==> config.mk <==
export PLATFORM = sky130hd
export DESIGN_NAME = pmac_slice
export DESIGN_NICKNAME = d
export VERILOG_FILES = /design/src/rtl/pmac_pkg.sv /design/src/rtl/pmac_premul.sv /design/src/rtl/pmac_opsel.sv /design/src/rtl/pmac_patdet.sv /design/src/rtl/pmac_slice.sv
export SDC_FILE = /design/constraint.sdc
export NUM_CORES = 1
export LEC_CHECK = 0
export CORE_UTILIZATION = 40
export CTS_CLUSTER_SIZE = 14
export DETAILED_ROUTE_END_ITERATION = 6
export PLACE_DENSITY = 0.67
export SLEW_MARGIN = 20
export SYNTH_ARGS = -nofsm -noshare
export SYNTH_HDL_FRONTEND = slang
export SYNTH_SLANG_ARGS = --single-unit
==> constraint.sdc <==
create_clock -name clk -period 5.24 [get_ports clk]
set_input_delay 0.786 -clock clk [delete_from_list [all_inputs] [get_ports clk]]
set_output_delay 0.786 -clock clk [all_outputs]
set_load 0.02 [all_outputs]
==> src/rtl/pmac_pkg.sv <==
package pmac_pkg;
  localparam int unsigned CASC_SHIFT = 17;

  typedef enum logic [1:0] {X_ZERO = 2'b00, X_PROD = 2'b01, X_FBK = 2'b10, X_CAT = 2'b11} xsel_e;
  typedef enum logic [1:0] {Y_ZERO = 2'b00, Y_PROD = 2'b01, Y_ONES = 2'b10, Y_SIDE = 2'b11} ysel_e;
  typedef enum logic [2:0] {
    Z_ZERO = 3'b000, Z_CASC = 3'b001, Z_FBK = 3'b010, Z_SIDE = 3'b011,
    Z_FBK2 = 3'b100, Z_CASC_SH = 3'b101, Z_FBK_SH = 3'b110, Z_BAD = 3'b111
  } zsel_e;
  typedef enum logic [1:0] {CLR_OFF = 2'b00, CLR_HIT = 2'b01, CLR_MISS = 2'b10, CLR_OFF2 = 2'b11} clr_e;
endpackage

==> src/rtl/pmac_premul.sv <==
module pmac_premul #(
  parameter int AW = 12,
  parameter int BW = 9,
  localparam int MW = AW + 1 + BW
) (
  input  logic                 pre_sub,
  input  logic [AW-1:0]        a,
  input  logic [AW-1:0]        d,
  input  logic [BW-1:0]        b,
  output logic signed [MW-1:0] prod
);
  function automatic logic signed [AW:0] pre_op(input logic [AW-1:0] x, input logic [AW-1:0] y,
                                                input logic neg);
    logic signed [AW:0] xe, ye;
    xe = {x[AW-1], x};
    ye = {y[AW-1], y};
    return neg ? (xe - ye) : (xe + ye);
  endfunction

  function automatic logic signed [MW-1:0] smul(input logic signed [AW:0] x,
                                                input logic signed [BW-1:0] y);
    logic signed [MW-1:0] xe, ye;
    xe = MW'(x);
    ye = MW'(y);
    return xe * ye;
  endfunction

  logic signed [AW:0] pre_sum;
  assign pre_sum = pre_op(a, d, pre_sub);
  assign prod    = smul(pre_sum, $signed(b));
endmodule

==> src/rtl/pmac_opsel.sv <==
module pmac_opsel
  import pmac_pkg::*;
#(
  parameter int AW = 12,
  parameter int BW = 9,
  parameter int PW = 24,
  localparam int MW = AW + 1 + BW
) (
  input  logic [1:0]           xsel,
  input  logic [1:0]           ysel,
  input  logic [2:0]           zsel,
  input  logic signed [MW-1:0] prod,
  input  logic [PW-1:0]        p,
  input  logic [PW-1:0]        c,
  input  logic [PW-1:0]        pcin,
  input  logic [AW-1:0]        a,
  input  logic [BW-1:0]        b,
  output logic [PW-1:0]        x_op,
  output logic [PW-1:0]        y_op,
  output logic [PW-1:0]        z_op,
  output logic                 illegal
);
  logic [PW-1:0]        prod_ext;
  logic signed [PW-1:0] p_s, pcin_s;

  assign prod_ext = {{(PW-MW){prod[MW-1]}}, prod};
  assign p_s      = p;
  assign pcin_s   = pcin;

  always_comb begin
    unique case (xsel_e'(xsel))
      X_ZERO:  x_op = '0;
      X_PROD:  x_op = prod_ext;
      X_FBK:   x_op = p;
      default: x_op = {{(PW-AW-BW){1'b0}}, a, b};
    endcase
  end

  always_comb begin
    unique case (ysel_e'(ysel))
      Y_ZERO:  y_op = '0;
      Y_PROD:  y_op = (xsel_e'(xsel) == X_PROD) ? '0 : prod_ext;
      Y_ONES:  y_op = '1;
      default: y_op = c;
    endcase
  end

  always_comb begin
    illegal = 1'b0;
    unique case (zsel_e'(zsel))
      Z_ZERO:         z_op = '0;
      Z_CASC:         z_op = pcin;
      Z_FBK, Z_FBK2:  z_op = p;
      Z_SIDE:         z_op = c;
      Z_CASC_SH:      z_op = pcin_s >>> CASC_SHIFT;
      Z_FBK_SH:       z_op = p_s >>> CASC_SHIFT;
      default: begin
        z_op    = p;
        illegal = 1'b1;
      end
    endcase
  end
endmodule

==> src/rtl/pmac_patdet.sv <==
module pmac_patdet #(
  parameter int          PW      = 24,
  parameter logic [PW-1:0] PATTERN = 24'h000ABC,
  parameter logic [PW-1:0] MASK    = 24'hFFF000
) (
  input  logic [PW-1:0] p,
  input  logic [PW-1:0] c,
  input  logic          pat_src,
  output logic          hit
);
  function automatic logic masked_eq(input logic [PW-1:0] v, input logic [PW-1:0] ref_v);
    return ((v ^ ref_v) & ~MASK) == '0;
  endfunction

  assign hit = masked_eq(p, pat_src ? c : PATTERN);
endmodule

==> src/rtl/pmac_slice.sv <==
module pmac_slice
  import pmac_pkg::*;
#(
  parameter int            AW      = 12,
  parameter int            BW      = 9,
  parameter int            PW      = 24,
  parameter logic [PW-1:0] PATTERN = 24'h000ABC,
  parameter logic [PW-1:0] MASK    = 24'hFFF000,
  localparam int           MW      = AW + 1 + BW
) (
  input  logic          clk,
  input  logic          rst_n,
  input  logic          ce,
  input  logic          pre_sub,
  input  logic          sub,
  input  logic [1:0]    xsel,
  input  logic [1:0]    ysel,
  input  logic [2:0]    zsel,
  input  logic          pat_src,
  input  logic [1:0]    clr_mode,
  input  logic [AW-1:0] a,
  input  logic [AW-1:0] d,
  input  logic [BW-1:0] b,
  input  logic [PW-1:0] c,
  input  logic [PW-1:0] pcin,
  output logic [PW-1:0] p,
  output logic [PW-1:0] pcout,
  output logic          pat_hit,
  output logic          sel_err
);
  function automatic logic [PW-1:0] alu(input logic [PW-1:0] zv, input logic [PW-1:0] xv,
                                        input logic [PW-1:0] yv, input logic neg);
    logic [PW-1:0] s;
    s = xv + yv;
    return neg ? (zv - s) : (zv + s);
  endfunction

  logic signed [MW-1:0] prod;
  logic [PW-1:0]        x_op, y_op, z_op, alu_out;
  logic                 clr_now, upd_now;

  pmac_premul #(.AW(AW), .BW(BW)) u_premul (
    .pre_sub(pre_sub), .a(a), .d(d), .b(b), .prod(prod)
  );

  pmac_opsel #(.AW(AW), .BW(BW), .PW(PW)) u_opsel (
    .xsel(xsel), .ysel(ysel), .zsel(zsel), .prod(prod), .p(p), .c(c), .pcin(pcin),
    .a(a), .b(b), .x_op(x_op), .y_op(y_op), .z_op(z_op), .illegal(sel_err)
  );

  pmac_patdet #(.PW(PW), .PATTERN(PATTERN), .MASK(MASK)) u_patdet (
    .p(p), .c(c), .pat_src(pat_src), .hit(pat_hit)
  );

  assign alu_out = alu(z_op, x_op, y_op, sub);
  assign clr_now = ((clr_e'(clr_mode) == CLR_HIT) && pat_hit) ||
                   ((clr_e'(clr_mode) == CLR_MISS) && !pat_hit);
  assign upd_now = ce && !sel_err;

  always_ff @(posedge clk or negedge rst_n) begin
    if (!rst_n)             p <= '0;
    else if (ce && clr_now) p <= '0;
    else if (upd_now)       p <= alu_out;
  end

  assign pcout = p;
endmodule

==> impl_metrics.py, run 1 <==
metrics = {
    "sta": {
        "drv_slew": 0,
        "timing.final.ws_setup_ps": -5130,
        "skew_ps": 14.5,
        "worst_slew_margin_rel": 0.615,
        "tightest_slew_ps": 576,
        "finalHoldViolations": 0,
        "min_period_over_period": 1.98,
        "period_needed_ps": 10370,
        "max_clock_freq_mhz": 96.4,
        "fin_setup_tns_ps": -80180,
        "finalSetupViolCount": 21,
        "rsz0062_at_grt": "true",
        "hold_slack_ps": 656,
    },
    "worst_hold_path": {
        "hp-class": "reg2reg",
    },
    "placement": {
        "dp.final_hpwl_um": 30900,
        "dp_slack_ps": -6110,
        "finalWeightedCongestion": 0.968,
        "portBuffers": 145,
        "dp_cells": 2008,
    },
    "floorplanning": {
        "num_io_pins": 146,
        "coreArea_sq_um": 24600,
        "die_w_um": 161,
        "fp-row-count": 57,
        "die_h_um": 161,
        "dieArea_sq_um": 26000,
        "start_util": 0.412,
    },
    "global_routing": {
        "grt_max_degree": 34,
        "grt.overflow.total": 0,
        "grt_pass1_wl_um": 59900,
        "grt_pass1_vias": 11499,
        "grt.total_usage": 0.292,
        "antenna_found_initial": 0,
    },
    "finish": {
        "syn_to_final_growth_pct": 55.0,
        "final_nets": 2044,
        "drive_gt1_frac": 0.327,
        "regMostFlops": "p",
        "diodes": 0,
        "stdcell_count": 2062,
        "reg_top3": "p x24",
        "largest_reg_flops": 24,
    },
    "synth": {
        "synth-seq-cells": 24,
        "avgSynthCellArea_sq_um": 7.93,
        "synth-edff-count": 0,
        "yosysSeqAreaShare": 0.0593,
        "post_synth_instance_area_sq_um": 10100,
        "synth_top_area_cell": "fa_1",
        "synthesis.nets": 1581,
        "synth_top_flop_cell": "dfrtp_1",
        "yosys-top-cells-area": "fa_1 (20%), ha_1 (13%), xnor2_1 (6.6%)",
        "yosysUniqueCellTypes": 68,
        "syn_inst": 1277,
        "ys_warn_count": 0,
        "synth-async-reset-ratio": 1.00,
        "synth.top_cell.area_share": 0.200,
    },
    "worst_setup_path": {
        "worstSetupEndpointType": "flop",
        "max_stage_delay_ps": 540,
        "crit_family": "adder cells",
        "worst_setup_path_start_kind": "primary input",
        "critPathMaxFanout": 5,
        "crit_type": "in2reg",
        "critPathArrivalTime_ps": 10530,
        "path_buf_inv": 5,
        "critPathSlowestCell": "fa_1",
        "cp.required_ps": 5400,
    },
    "routing": {
        "drc_errors": 0,
        "wl_um": 38400,
        "ant_nets": 0,
        "dr.pass1.iters": 5,
        "routedWlPerCell_um": 18.6,
        "initialDrtViolationCount": 753,
        "num_vias": 11309,
        "viasPerCell": 5.48,
    },
    "flow_run": {
        "maxCapViolations": 0,
    },
    "cts": {
        "cts_max_path_buffers": 2,
        "cts_hold_buf": 0,
        "numCtsBuffers": 3,
        "path_clk_slew_ps": 60,
        "h-tree-depth": 1,
        "cts_root_buf": "clkbuf_16",
        "cts.sinks": 24,
        "cts_tree": "built",
        "clk_latency_ps": 280,
    },
    "run_status": {
        "status": "finished, violations left",
        "violations": "negative setup slack",
    },
}
-- worst paths after layout --
| path | startpoint | endpoint | slack, ps | depth (start not counted) |
|---|---|---|---|---|
| min in group asynchronous | rst_n | p[8]$_DFFE_PN0P_ | 890 | 2 |
| hold reg to reg | p[15]$_DFFE_PN0P_ | p[15]$_DFFE_PN0P_ | 660 | 2 |
| setup / recovery | d[0] | p[23]$_DFFE_PN0P_ | -5130 | 52 |
| hold / removal | p[15]$_DFFE_PN0P_ | p[15]$_DFFE_PN0P_ | 660 | 2 |
| max in group asynchronous | rst_n | p[20]$_DFFE_PN0P_ | 4050 | 2 |
| setup reg to reg | p[0]$_DFFE_PN0P_ | p[23]$_DFFE_PN0P_ | -460 | 25 |
-- logic make-up (layout without fill, tap and decap cells) --
group,count (synthesis),count (layout),share of synthesized area
AO/OA/AOI/OAI,322,322,0.217
flip-flops,24,24,0.0593
AND/OR/NAND/NOR,393,393,0.180
buffers and inverters,192,653,0.0805
multiplexers,32,32,0.0373
adder cells (fa/ha/maj),208,208,0.332
XOR/XNOR,106,106,0.0944
-- stage by stage --
step	utilization	area, sq um
global placement	0.586	14400
floorplan	-	10400
detailed placement	0.586	14400
global route	0.638	15700
finish	0.638	15700
CTS	0.613	15100
-- metal layers --
metal	global-route usage	wire length, um
met1	0.382	16000
met2	0.506	18600
met3	0.0357	2700
met4	0.0776	1040
met5	0	0
-- layout make-up --
class	instances	area, sq um
multi-input cells	1061	9780
fillers	2044	8900
repair buffers	530	4380
flip-flops and latches	24	601
inverters	120	463
well taps	324	405
clock buffers	3	75.1
-- worst min-delay path, delay by kind of cell (launching register included) --
kind / cells / cell delay (ps)
AO/OA/AOI/OAI: 1 / 60
AND/OR/NAND/NOR: 1 / 90
flip-flops: 1 / 470
-- synthesized netlist by cell type (5+ instances only) --
| cell type | number |
|---|---|
| nor2b_1 | 20 |
| nor2_1 | 125 |
| a21oi_1 | 72 |
| dfrtp_1 | 24 |
| nand3_1 | 15 |
| nor3_1 | 21 |
| fa_1 | 101 |
| nand2_1 | 119 |
| buf_4 | 25 |
| o21a_1 | 10 |
| clkbuf_1 | 41 |
| o21ai_1 | 19 |
| a31oi_1 | 10 |
| buf_1 | 5 |
| nor3b_1 | 6 |
| o21ai_0 | 41 |
| ha_1 | 107 |
| a22o_1 | 32 |
| o21bai_1 | 11 |
| mux2i_1 | 13 |
| xnor2_1 | 76 |
| a211oi_1 | 12 |
| and2_1 | 45 |
| a221oi_1 | 19 |
| xor2_1 | 28 |
| inv_1 | 118 |
| mux2_2 | 11 |
| o31ai_1 | 28 |
| a21o_1 | 27 |
| nand2b_1 | 21 |
| mux2_1 | 5 |
-- layout by cell type (no fill, tap or decap), types with 16 or more instances in the layout --
cell type,n
fa_1,99
nor2b_1,16
a21oi_1,56
and2_1,45
dfrtp_1,24
inv_1,110
ha_4,24
xor2_1,19
a22o_1,32
ha_1,80
a21o_1,27
nor2_1,108
a221oi_1,19
xnor2_1,63
o21ai_1,19
clkdlybuf4s50_1,137
o31ai_1,26
buf_4,374
nand2b_1,19
nand2_1,113
o21ai_0,31
-- repair_timing --
action / in CTS / in global routing
gates resized for setup: 89 / 99
endpoints found under the setup margin: 22 / 22
cloned: 0 / 0
buffers inserted: 36 / 17
pin swaps: 109 / 67
Power of run 1 is left out: the tool's default activity adds up to more than one toggle a clock period on the data nets, which glitch-free logic cannot reach.
==> run 2: changes to the inputs <==
--- a/config.mk
+++ b/config.mk
@@ -9,6 +9,7 @@
 export CTS_CLUSTER_SIZE = 14
 export DETAILED_ROUTE_END_ITERATION = 6
 export PLACE_DENSITY = 0.67
+export REMOVE_ABC_BUFFERS = 1
 export SLEW_MARGIN = 20
 export SYNTH_ARGS = -nofsm -noshare
 export SYNTH_HDL_FRONTEND = slang
==> impl_metrics.py, run 2 (same netlist as run 1, synthesis figures left out) <==
metrics = {
    "run_status": {
        "status": "finished, violations left",
        "violations": "negative setup slack",
    },
    "cts": {
        "cts_max_path_buffers": 2,
        "h-tree-depth": 1,
        "cts_root_buf": "clkbuf_16",
        "cts_hold_buf": 0,
        "numCtsBuffers": 3,
        "cts.sinks": 24,
        "clk_latency_ps": 270,
        "path_clk_slew_ps": 70,
        "cts_tree": "built",
    },
    "worst_setup_path": {
        "worstSetupEndpointType": "flop",
        "crit_type": "in2reg",
        "worst_setup_path_start_kind": "primary input",
        "ff2ff_path_depth": 26,
        "critPathArrivalTime_ps": 10640,
        "cp.required_ps": 5410,
        "critPathMaxFanout": 6,
        "max_stage_delay_ps": 600,
        "rrSetupSlack_ps": -390,
        "critPathSlowestCell": "fa_1",
    },
    "routing": {
        "wl_um": 39700,
        "drc_errors": 0,
        "num_vias": 11637,
        "dr.pass1.iters": 5,
        "viasPerCell": 5.54,
        "routedWlPerCell_um": 18.9,
        "ant_nets": 0,
        "initialDrtViolationCount": 702,
    },
    "global_routing": {
        "grt.total_usage": 0.290,
        "grt.overflow.total": 0,
        "grt_max_degree": 40,
        "grt_pass1_wl_um": 60200,
        "grt_pass1_vias": 11816,
        "antenna_found_initial": 0,
    },
    "sta": {
        "hold_slack_ps": 662,
        "finalSetupViolCount": 21,
        "finalHoldViolations": 0,
        "rsz0062_at_grt": "true",
        "period_needed_ps": 10470,
        "timing.final.ws_setup_ps": -5230,
        "skew_ps": 5.08,
        "min_period_over_period": 2.00,
        "worst_slew_margin_rel": 0.646,
        "max_clock_freq_mhz": 95.5,
        "tightest_slew_ps": 530,
        "drv_slew": 0,
        "fin_setup_tns_ps": -79060,
    },
    "floorplanning": {
        "start_util": 0.412,
        "dieArea_sq_um": 26000,
        "die_h_um": 161,
        "coreArea_sq_um": 24600,
        "die_w_um": 161,
        "num_io_pins": 146,
        "fp-row-count": 57,
    },
    "finish": {
        "reg_top3": "p x24",
        "final_cell_mix": "buf_4 (380), clkdlybuf4s50_1 (137), nand2_1 (105)",
        "syn_to_final_growth_pct": 65.4,
        "utilization": 0.681,
        "final_nets": 2081,
        "largest_reg_flops": 24,
        "diodes": 0,
        "final_common_cell": "buf_4",
        "stdcell_count": 2100,
        "drive_gt1_frac": 0.396,
        "final.fill_count": 1816,
        "regMostFlops": "p",
        "regArea_sq_um": 601,
        "multiInputGateArea_sq_um": 10400,
    },
    "placement": {
        "portBuffers": 145,
        "finalWeightedCongestion": 0.911,
        "dp.final_hpwl_um": 29700,
        "dp_cells": 2024,
    },
    "worst_hold_path": {
        "min_path_cells": 2,
        "hp-class": "reg2reg",
    },
    "flow_run": {
        "maxCapViolations": 0,
    },
}
[run 2: worst max-delay path, delay by kind of cell]
kind                     cells  cell delay (ps)
AO/OA/AOI/OAI               20             3160
XOR/XNOR                     5              930
adder cells (fa/ha/maj)      9             3490
AND/OR/NAND/NOR             11             1120
buffers and inverters        6             1100
[run 2: layer usage]
layer | wire, um | vias up | part of all wire | track usage
li1 | - | 5378 | - | -
met1 | 16000 | 5624 | 0.40 | 0.367
met2 | 19700 | 514 | 0.50 | 0.516
met3 | 2200 | 121 | 0.055 | 0.0180
met4 | 1820 | 0 | 0.046 | 0.110
met5 | 0 | - | 0 | 0
[run 2: layout make-up]
class                           count  area share
Clock buffer                        3     0.00448
Clock inverter                      1     0.00179
Multi-Input combinational cell   1061       0.622
Sequential cell                    24      0.0358
Tap cell                          324      0.0242
Inverter                          120      0.0272
Timing Repair Buffer              567       0.284
[run 2: final timing paths]
check / from / endpoint
max in group asynchronous: rst_n / p[1]$_DFFE_PN0P_
worst min register to register: p[16]$_DFFE_PN0P_ / p[16]$_DFFE_PN0P_
worst min-delay path: p[16]$_DFFE_PN0P_ / p[16]$_DFFE_PN0P_
min in group asynchronous: rst_n / p[19]$_DFFE_PN0P_
worst max register to register: p[0]$_DFFE_PN0P_ / p[23]$_DFFE_PN0P_
worst max-delay path: a[2] / p[23]$_DFFE_PN0P_
[run 2: stage by stage]
stage               cell area, sq um  setup slack [ps]
global route                   16800             -5690
CTS                            15800             -5140
floorplan                       9770             -5730
finish                         16800             -5230
detailed placement             14300             -6570
global placement               14300             -6380
[run 2: what timing repair did]
action,in CTS,in global routing
pin swaps,148,177
resized for setup,234,157
cloned,0,0
setup endpoints to repair,22,22
buffers inserted,53,36
Power of run 2 is left out for the same reason.
==> run 3: changes to the inputs <==
--- a/config.mk
+++ b/config.mk
@@ -5,8 +5,10 @@
 export SDC_FILE = /design/constraint.sdc
 export NUM_CORES = 1
 export LEC_CHECK = 0
+export ABC_AREA = 0
+export CAP_MARGIN = 10
 export CORE_UTILIZATION = 40
-export CTS_CLUSTER_SIZE = 14
+export CTS_CLUSTER_SIZE = 10
 export DETAILED_ROUTE_END_ITERATION = 6
 export PLACE_DENSITY = 0.67
 export REMOVE_ABC_BUFFERS = 1
==> results of run 3 <==
Same layout as run 2: the final DEF is identical, and so are final timing and power.
Power of run 3 is left out for the same reason.
